File: config.mk
export PLATFORM = sky130hd
export DESIGN_NAME = uart_xcvr
export DESIGN_NICKNAME = d
export VERILOG_FILES = /design/src/rtl/uart_xcvr_pkg.sv /design/src/rtl/uart_sync.sv /design/src/rtl/uart_tx.sv /design/src/rtl/uart_rx.sv /design/src/rtl/uart_xcvr.sv
export SDC_FILE = /design/constraint.sdc
export NUM_CORES = 1
export LEC_CHECK = 0
export ABC_AREA = 1
export ABC_CLOCK_PERIOD_IN_PS = 1500
export BUFFER_PORTS_ARGS = -buffer_cell sky130_fd_sc_hd__buf_2
export CORE_MARGIN = 2
export CORE_UTILIZATION = 55
export DETAILED_ROUTE_END_ITERATION = 8
export PLACE_DENSITY = 0.76
export SYNTH_ARGS = -nofsm -noshare
export SYNTH_HDL_FRONTEND = slang
export SYNTH_SLANG_ARGS = --single-unit
File: constraint.sdc
create_clock -name clk -period 1.5 [get_ports clk]
set_input_delay 0.3 -clock clk [delete_from_list [all_inputs] [get_ports clk]]
set_output_delay 0.3 -clock clk [all_outputs]
set_load 0.02 [all_outputs]
File: src/rtl/uart_xcvr_pkg.sv
package uart_xcvr_pkg;

    // Line format; bit order matches the mode register layout
    typedef struct packed {
        logic two_stop;  // bit3
        logic odd;       // bit2
        logic par_en;    // bit1
        logic len8;      // bit0
    } mode_t;

    typedef enum logic [2:0] {
        PH_IDLE  = 3'd0,
        PH_START = 3'd1,
        PH_DATA  = 3'd2,
        PH_PAR   = 3'd3,
        PH_STOP  = 3'd4
    } phase_t;

    // Parity bit over up to 16 data bits (unused bits must be zero)
    function automatic logic calc_par(input logic [15:0] bits, input logic odd);
        return (^bits) ^ odd;
    endfunction

endpackage

File: src/rtl/uart_sync.sv
module uart_sync #(
    parameter int STAGES = 2
) (
    input  logic clk,
    input  logic rst_n,
    input  logic din,
    output logic dout
);
    logic [STAGES-1:0] chain_d, chain_q;

    always_comb begin
        chain_d = {chain_q[STAGES-2:0], din};
    end

    always_ff @(posedge clk or negedge rst_n) begin
        if (!rst_n) chain_q <= '1;
        else        chain_q <= chain_d;
    end

    assign dout = chain_q[STAGES-1];
endmodule

File: src/rtl/uart_tx.sv
module uart_tx
    import uart_xcvr_pkg::*;
#(
    parameter int DW  = 8,
    parameter int OSR = 16
) (
    input  logic          clk,
    input  logic          rst_n,
    input  logic          tick,
    input  logic          start,
    input  logic [DW-1:0] data,
    input  mode_t         mode,
    output logic          busy,
    output logic          txd,
    output logic          done
);
    localparam int CW = $clog2(OSR);
    localparam int IW = $clog2(DW);

    typedef struct packed {
        phase_t        ph;
        logic [CW-1:0] cnt;
        logic [IW-1:0] idx;
        logic [DW-1:0] sh;
        logic          pbit;
        logic          extra;
        logic          line;
        logic          done;
    } tx_state_t;

    tx_state_t s_d, s_q;
    logic [DW-1:0] mask;
    logic [IW-1:0] last;

    always_comb begin
        mask = mode.len8 ? {DW{1'b1}} : {1'b0, {(DW-1){1'b1}}};
        last = mode.len8 ? IW'(DW-1) : IW'(DW-2);
        s_d = s_q;
        s_d.done = 1'b0;
        if (s_q.ph == PH_IDLE) begin
            s_d.line = 1'b1;
            if (start) begin
                s_d.ph   = PH_START;
                s_d.cnt  = '0;
                s_d.sh   = data & mask;
                s_d.pbit = calc_par(16'(data & mask), mode.odd);
                s_d.line = 1'b0;
            end
        end else if (tick) begin
            if (s_q.cnt != CW'(OSR-1)) begin
                s_d.cnt = s_q.cnt + 1'b1;
            end else begin
                s_d.cnt = '0;
                case (s_q.ph)
                    PH_START: begin
                        s_d.ph   = PH_DATA;
                        s_d.idx  = '0;
                        s_d.line = s_q.sh[0];
                    end
                    PH_DATA: begin
                        if (s_q.idx == last) begin
                            if (mode.par_en) begin
                                s_d.ph   = PH_PAR;
                                s_d.line = s_q.pbit;
                            end else begin
                                s_d.ph    = PH_STOP;
                                s_d.line  = 1'b1;
                                s_d.extra = mode.two_stop;
                            end
                        end else begin
                            s_d.idx  = s_q.idx + 1'b1;
                            s_d.sh   = s_q.sh >> 1;
                            s_d.line = s_q.sh[1];
                        end
                    end
                    PH_PAR: begin
                        s_d.ph    = PH_STOP;
                        s_d.line  = 1'b1;
                        s_d.extra = mode.two_stop;
                    end
                    PH_STOP: begin
                        if (s_q.extra) begin
                            s_d.extra = 1'b0;
                        end else begin
                            s_d.ph   = PH_IDLE;
                            s_d.done = 1'b1;
                        end
                    end
                    default: s_d.ph = PH_IDLE;
                endcase
            end
        end
    end

    always_ff @(posedge clk or negedge rst_n) begin
        if (!rst_n) begin
            s_q      <= '0;
            s_q.line <= 1'b1;
        end else begin
            s_q <= s_d;
        end
    end

    assign busy = (s_q.ph != PH_IDLE);
    assign txd  = s_q.line;
    assign done = s_q.done;
endmodule

File: src/rtl/uart_rx.sv
module uart_rx
    import uart_xcvr_pkg::*;
#(
    parameter int DW  = 8,
    parameter int OSR = 16
) (
    input  logic          clk,
    input  logic          rst_n,
    input  logic          tick,
    input  logic          rxd,
    input  mode_t         mode,
    output logic          done,
    output logic [DW-1:0] data,
    output logic          perr,
    output logic          ferr
);
    localparam int CW  = $clog2(OSR);
    localparam int IW  = $clog2(DW);
    localparam int MID = OSR/2 - 1;

    typedef struct packed {
        phase_t        ph;
        logic [CW-1:0] cnt;
        logic [IW-1:0] idx;
        logic [DW-1:0] sh;
        logic [DW-1:0] data;
        logic          perr;
        logic          ferr;
        logic          done;
    } rx_state_t;

    rx_state_t s_d, s_q;
    logic [IW-1:0] last;
    logic [DW-1:0] aligned;

    always_comb begin
        last    = mode.len8 ? IW'(DW-1) : IW'(DW-2);
        aligned = mode.len8 ? s_q.sh : (s_q.sh >> 1);
        s_d = s_q;
        s_d.done = 1'b0;
        case (s_q.ph)
            PH_IDLE: begin
                if (tick && !rxd) begin
                    s_d.ph  = PH_START;
                    s_d.cnt = '0;
                end
            end
            PH_START: begin
                if (tick) begin
                    if (s_q.cnt == CW'(MID)) begin
                        if (!rxd) begin
                            s_d.ph   = PH_DATA;
                            s_d.cnt  = '0;
                            s_d.idx  = '0;
                            s_d.sh   = '0;
                            s_d.perr = 1'b0;
                            s_d.ferr = 1'b0;
                        end else begin
                            s_d.ph = PH_IDLE;
                        end
                    end else begin
                        s_d.cnt = s_q.cnt + 1'b1;
                    end
                end
            end
            default: begin
                if (tick) begin
                    if (s_q.cnt != CW'(OSR-1)) begin
                        s_d.cnt = s_q.cnt + 1'b1;
                    end else begin
                        s_d.cnt = '0;
                        case (s_q.ph)
                            PH_DATA: begin
                                s_d.sh = {rxd, s_q.sh[DW-1:1]};
                                if (s_q.idx == last)
                                    s_d.ph = mode.par_en ? PH_PAR : PH_STOP;
                                else
                                    s_d.idx = s_q.idx + 1'b1;
                            end
                            PH_PAR: begin
                                s_d.perr = (rxd != calc_par(16'(aligned), mode.odd));
                                s_d.ph   = PH_STOP;
                            end
                            PH_STOP: begin
                                s_d.ferr = !rxd;
                                s_d.data = aligned;
                                s_d.done = 1'b1;
                                s_d.ph   = PH_IDLE;
                            end
                            default: s_d.ph = PH_IDLE;
                        endcase
                    end
                end
            end
        endcase
    end

    always_ff @(posedge clk or negedge rst_n) begin
        if (!rst_n) s_q <= '0;
        else        s_q <= s_d;
    end

    assign done = s_q.done;
    assign data = s_q.data;
    assign perr = s_q.perr;
    assign ferr = s_q.ferr;
endmodule

File: src/rtl/uart_xcvr.sv
module uart_xcvr
    import uart_xcvr_pkg::*;
#(
    parameter int DW        = 8,
    parameter int OSR       = 16,
    parameter int SYNC_STG  = 2
) (
    input  logic          clk,
    input  logic          rst_n,
    input  logic          baud_tick,
    input  logic          wr_en,
    input  logic          rd_en,
    input  logic [1:0]    addr,
    input  logic [DW-1:0] wdata,
    output logic [DW-1:0] rdata,
    input  logic          rxd,
    output logic          txd,
    output logic          irq_tx,
    output logic          irq_rx
);
    localparam logic [1:0] A_DATA = 2'd0;
    localparam logic [1:0] A_STAT = 2'd1;
    localparam logic [1:0] A_MODE = 2'd2;
    localparam logic [1:0] A_CTRL = 2'd3;
    localparam mode_t MODE_RST = mode_t'(4'b0001);

    typedef struct packed {
        logic [DW-1:0] rbuf;
        logic          full;
        logic          pe;
        logic          fe;
        logic          ov;
        mode_t         mode;
        logic          tx_ie;
        logic          rx_ie;
        logic          tx_flag;
        logic          irq_tx;
        logic          irq_rx;
    } regs_t;

    regs_t r_d, r_q;

    logic          rxd_s;
    logic          tx_start, tx_busy, tx_done;
    logic          rx_done, rx_perr, rx_ferr;
    logic [DW-1:0] rx_data;

    // Signals observed by the bound checker
    logic       rx_ie_w, rx_full_w, st_ov_w;
    logic [3:0] mode_w;

    uart_sync #(.STAGES(SYNC_STG)) sync_i (
        .clk(clk), .rst_n(rst_n), .din(rxd), .dout(rxd_s)
    );

    uart_tx #(.DW(DW), .OSR(OSR)) tx_i (
        .clk(clk), .rst_n(rst_n), .tick(baud_tick), .start(tx_start),
        .data(wdata), .mode(r_q.mode), .busy(tx_busy), .txd(txd), .done(tx_done)
    );

    uart_rx #(.DW(DW), .OSR(OSR)) rx_i (
        .clk(clk), .rst_n(rst_n), .tick(baud_tick), .rxd(rxd_s), .mode(r_q.mode),
        .done(rx_done), .data(rx_data), .perr(rx_perr), .ferr(rx_ferr)
    );

    assign tx_start = wr_en && (addr == A_DATA) && !tx_busy;

    always_comb begin
        r_d = r_q;
        r_d.irq_tx = 1'b0;
        r_d.irq_rx = 1'b0;

        if (wr_en && (addr == A_MODE) && !tx_busy)
            r_d.mode = mode_t'(wdata[3:0]);

        if (wr_en && (addr == A_CTRL)) begin
            r_d.tx_ie = wdata[0];
            r_d.rx_ie = wdata[1];
            if (wdata[2]) r_d.tx_flag = 1'b0;
        end

        if (tx_done) begin
            r_d.tx_flag = 1'b1;
            r_d.irq_tx  = r_d.tx_ie;
        end

        // A read counts before a frame completing in the same cycle
        if (rd_en && (addr == A_DATA)) begin
            r_d.full = 1'b0;
            r_d.pe   = 1'b0;
            r_d.fe   = 1'b0;
            r_d.ov   = 1'b0;
        end

        if (rx_done) begin
            if (r_d.full) begin
                r_d.ov = 1'b1;
            end else begin
                r_d.rbuf = rx_data;
                r_d.full = 1'b1;
            end
            r_d.pe     = rx_perr;
            r_d.fe     = rx_ferr;
            r_d.irq_rx = r_d.rx_ie;
        end
    end

    always_ff @(posedge clk or negedge rst_n) begin
        if (!rst_n) begin
            r_q      <= '0;
            r_q.mode <= MODE_RST;
        end else begin
            r_q <= r_d;
        end
    end

    always_comb begin
        case (addr)
            A_DATA:  rdata = r_q.rbuf;
            A_STAT:  rdata = DW'({r_q.ov, r_q.fe, r_q.pe});
            A_MODE:  rdata = DW'(r_q.mode);
            default: rdata = DW'({r_q.tx_flag, r_q.rx_ie, r_q.tx_ie});
        endcase
    end

    assign irq_tx    = r_q.irq_tx;
    assign irq_rx    = r_q.irq_rx;
    assign rx_ie_w   = r_q.rx_ie;
    assign rx_full_w = r_q.full;
    assign st_ov_w   = r_q.ov;
    assign mode_w    = r_q.mode;
endmodule

## After elaboration in Yosys (flattened, before gate mapping)

Index checks and enable logic that the tools add are counted.

- Register bits after elaboration: 74
- Memories kept: 0
- ROM bits: 0
- Memory bits (writable): 0
- Output and inout bits: 11
- Latch bits: 0

- Muxes and demuxes: 64
- Bitwise logic cells: 10
- $add $sub $neg: 4
- Eq/ne operators: 34
- $lt $le $gt $ge: 0
- Reductions and logical operators: 44
- $mul: 0
- Divide/modulo/power cells: 0
- Shift operators: 0

Operator list:

| operator | count |
|---|---|
| $mux 11 | 4 |
| $mux 8 | 5 |
| $mux 18 | 2 |
| $reduce_xor 16->1 | 2 |
| $reduce_and 6->1 | 5 |
| $mux 29 | 1 |
| $mux 3 | 9 |
| $pmux 8 s3 | 1 |
| $mux 22 | 1 |
| $pmux 11 s2 | 1 |
| $mux 7 | 3 |
| $mux 4 | 5 |
| $reduce_bool 2->1 | 10 |
| $and 8x8->8 | 2 |
| $mux 2 | 8 |
| $mux 1 | 15 |
| $mux 15 | 1 |
| $reduce_and 5->1 | 3 |
| $pmux 7 s2 | 1 |
| $eq 3x2->1 const B | 4 |
| $ne 2x1->1 const B | 6 |
| $ne 2x2->1 const B | 6 |
| $pmux 3 s2 | 2 |
| $pmux 3 s4 | 1 |
| 29 further kinds | 58 |

## Longest topological paths before layout

- Word-level depth: 8
- Depth in mapped cells: 12

## Modules after synthesis

A second synthesis with hierarchy kept.

- Cells, all modules: 546
- Area, all modules: 4,254.1 um^2

By module, submodules not included:

| module | cells an instance | area an instance (um^2) | times used | sequential area each (um^2) |
|---|---|---|---|---|
| uart_rx | 232 | 1,727.9 | 1 | 725.7 |
| uart_tx | 193 | 1,423.9 | 1 | 551.8 |
| uart_xcvr | 119 | 1,049.8 | 1 | 526.8 |
| uart_sync | 2 | 52.6 | 1 | 52.6 |

## Worst setup path after synthesis

No wires, ideal clock.

- Kind: register -> register
- Start point: reg tx_i.s_q[15] (netlist name)
- End point: reg tx_i.s_q[10] (netlist name)
- Setup slack: -0.089 ns
- Cell stages (with the launch flop): 9
- Buffers on the path: 0
- Setup time: 0.117 ns
- Data arrival time: 1.472 ns
- Cell sequence: dfrtp_1 > ha_1 > nand3_1 > inv_1 > a31oi_4 > a21oi_1 > nand2_4 > nand2_1 > nand2_1

- Cells in the longest elaborated chain, start to end: 3

RTL lines:

| element | line | RTL |
|---|---|---|
| start: declaration | uart_tx.sv:31 | `tx_state_t s_d, s_q;` |
| $ne 4x4->1 | uart_tx.sv:50 | `if (s_q.cnt != CW'(OSR-1)) begin` |
| $ne 2x1->1 (no source line) | - |  |
| $reduce_and 5->1 (no source line) | - |  |

No other way between the ends.
A chain may end at the register's enable or synchronous reset.

## Worst setup path in the final report

- Start point: reg mode_w[0] (netlist name)
- End point: reg tx_i.s_q[10] (netlist name)

- Cells in the longest elaborated chain, start to end: 4

RTL lines:

| element | line | RTL |
|---|---|---|
| $mux 1 | uart_tx.sv:37 | `last = mode.len8 ? IW'(DW-1) : IW'(DW-2);` |
| $eq 3x3->1 | uart_tx.sv:61 | `if (s_q.idx == last) begin` |
| $ne 2x1->1 (no source line) | - |  |
| $reduce_and 5->1 (no source line) | - |  |

No other way between the ends.

==> out/metrics.yaml <==
outcome: "finished with violations"
violations: "negative setup slack"
min_period_ns: 1.781
slowest_stage: "dfstp_2"
crit_end: "tx_i.s_q[10]"
grt_pass1_wl_mm: 17.39
skew_ns: 0.01082
syn_area_mm2: 0.004106
fin_hold_ws_ns: 0.02290
grt_max_degree: 40
ys_seq_area_share_pct: 45.22
post-route-drc-count: 0
end_kind: "flip-flop"
power_density_mw_per_mm2: 1821
synth_edf_count: 0
setup_ws_ns: -0.2808
clock-sinks: 74
grt_pass1_vias: 3859
max_freq_mhz: 561.5
routed_wl_mm: 11.76
initialDrtViolationCount: 244
dominantRegCellSynth: "dfrtp_1"
synthCells: 523
cts_htree_levels: 3
start_util_pct: 56.62
setup-tns-final_ns: -3.179
worstSetupPathType: "reg2reg"
die_height_um: 90.41
dp_hpwl_mm: 7.155
slew_violations: 0
num-fill-cells: 429
grt_setup_unrepaired: "true"
syn_avg_cell_area_um2: 7.852
async_flop_share_pct: 100.0
avgViaCountPerCell: 5.540
synthToLayoutAreaGrowth_pct: 39.43
antenna_found_initial: 0
final_antenna_net_count: 0
cts-root-buf: "clkbuf_8"
synthDistinctLibCells: 48
multi_input_area_mm2: 0.002360
regToRegSetupSlack_ns: -0.28
fin_util_pct: 78.94
startpoint: "mode_w[0]"
final_hold_viol_count: 0
design.die.area_mm2: 0.008173
clk-insertion-delay-late_ns: 0.37
path_clk_slew_ns: 0.08
reg2reg_from: "mode_w[0]"
yosys_warnings: 0
grt_use_total_pct: 26.22
ys_seq_elements: 74
place.gp.congestion: 0.8739
ys_top_cells_by_area: "dfrtp_1 (43%), nand2_1 (16%), o21ai_0 (6.2%)"
vias: 4050
ios: 27
antenna_cells: 0
crit_chain: "buf_6, buf_6, nand2_2, nand3b_1, buf_6, a21oi_4, nor3_4, nand2_1, nand2_1"
relSlewSlack_pct: 76.53
cp_num_buf_inv: 3
synth_nets: 543
ir_worst_vdd_mv: 0.9828
hp-start: "rxd"
regArea_mm2: 0.001861
worst_slew_pin_slew_ns: 0.3520
crit_top_cell: "buf_6"
cts_max_path_buffers: 2
cts_inserted_buffers: 9
die_x_um: 90.41
startpoint_type: "flip-flop"
synth_top_cell_by_area: "dfrtp_1"
cap_violations: 0
power.leakage_nw: 2.881
max_stage_delay_ns: 0.56
worstPathArrival_ns: 2.08
avgRoutedWirePerCell_um: 16.09
drt_pass1_iterations: 7
io_buffer_count: 26
r2r-end: "tx_i.s_q[10]"
holdCritPathClass: "in2reg"
ff2ff_path_depth: 9
crit_cells: 9
synth_top_area_share_pct: 42.66
setup_violations: 26
core_area_mm2: 0.007253
crit_required_ns: 1.80
nNetsFinal: 647
overflow: 0
drive_above_1_share_pct: 38.77
row_count: 31
path_max_fanout: 7
cts_tree: "built"
cp_top_family: "simple AND/OR/NAND/NOR gates"
final.period_utilization_pct: 118.7
## layout make-up
cell class | count | share of cell area, %
clock buffers | 9 | 2.163
clock inverters | 7 | 2.163
multi-input cells | 374 | 41.21
flip-flops and latches | 74 | 32.50
inverters | 66 | 4.677
repair buffers | 102 | 15.12
well taps | 99 | 2.163
## worst min-delay path by stage
stage	to	slack, ns	cells past startpoint
2_1_floorplan	irq_rx	0.004	0
3_5_place_dp	tx_i.s_q[8]	0.21	1
6_report	sync_i.chain_q[0]	0.02	1
4_1_cts	sync_i.chain_q[0]	0.02	1
3_3_place_gp	tx_i.s_q[9]	0.21	1
5_1_grt	sync_i.chain_q[0]	0.02	1
## Yosys cell counts (3+ instances only)
library cell  number
buf_2              3
xnor2_1            5
o21ai_1            4
dfstp_2            4
a22o_2             3
ha_1               4
nand4_1            4
inv_2              3
dfrtp_1           70
a21oi_1           16
nor3_1             3
nor2_1            30
nand2_4            4
inv_1             59
nand3_1           40
nand2_1          174
o21ai_0           51
xor2_1             4
## sequential cells by signal, summed over array words and instances (netlist names), 2 cells and up
register	flops
tx_i.s_q	20
rx_i.s_q	18
r_q	12
rx_i.data	8
mode_w	4
sync_i.chain_q	2
## power by group
| group | leakage (nW) | internal [mW] | switching [mW] |
|---|---|---|---|
| combinational | 1.83 | 2.43 | 3.17 |
| sequential | 0.933 | 2.44 | 0.420 |
| clock | 0.120 | 1.12 | 0.842 |
## per-stage QoR
step	power, mW	setup WS, ns	area (µm²)	instances
2_1_floorplan	5.224	0.009358	4123	523
3_3_place_gp	6.510	-0.1111	4767	691
3_5_place_dp	6.673	-0.1829	4767	691
4_1_cts	9.088	-0.2164	5200	714
5_1_grt	10.98	-0.3354	5725	731
6_report	10.43	-0.2808	5725	731
## timing repair
| item | in CTS | in global routing |
|---|---|---|
| hold buffers | 1 | 0 |
| setup buffers | 5 | 16 |
| endpoints found under the setup margin | 43 | 51 |
| gates cloned | 1 | 1 |
| resized for setup | 47 | 115 |
| pin swaps | 8 | 37 |
| hold endpoints to repair | 10 | 0 |
## per-layer routing
metal  track usage (%)  share of wire, %  up-vias
li1                  -                 -     1906
met5                 0                 0        -
met2             46.43                52      164
met1             31.70                40     1939
met3             4.007               4.7       41
met4             11.41               3.5        0
## cell families (layout without fill, tap and decap cells)
logic type	after synthesis	count (layout)	share of synthesized area (%)
buffers and inverters	75	184	7.800
adders and majority gates	4	4	1.219
and+or+nand+nor	267	267	29.31
muxes	4	4	1.280
DFF	74	74	45.22
xor gates and xnor gates	9	9	1.919
AOI/OAI and AO/OA	90	90	13.25
## placed cells by master (no fill, tap or decap), types with 3 or more instances in the layout
cell	count
a21oi_1	10
a21oi_2	3
a21oi_4	6
a22o_2	3
buf_12	5
buf_2	24
buf_4	57
buf_6	12
bufinv_16	3
clkbuf_8	9
dfrtp_1	67
dfrtp_2	3
dfstp_2	4
inv_1	48
inv_2	11
inv_4	6
inv_6	3
nand2_1	146
nand2_2	15
nand2_4	16
nand3_1	22
nand3_2	16
nand3_4	4
nand4_1	4
nor2_1	20
nor2_2	8
nor2_4	4
nor3_1	3
o21ai_0	24
o21ai_1	19
o21ai_2	10
xnor2_1	5
xor2_1	4
Note: power is estimated with default switching activity, not from simulation.
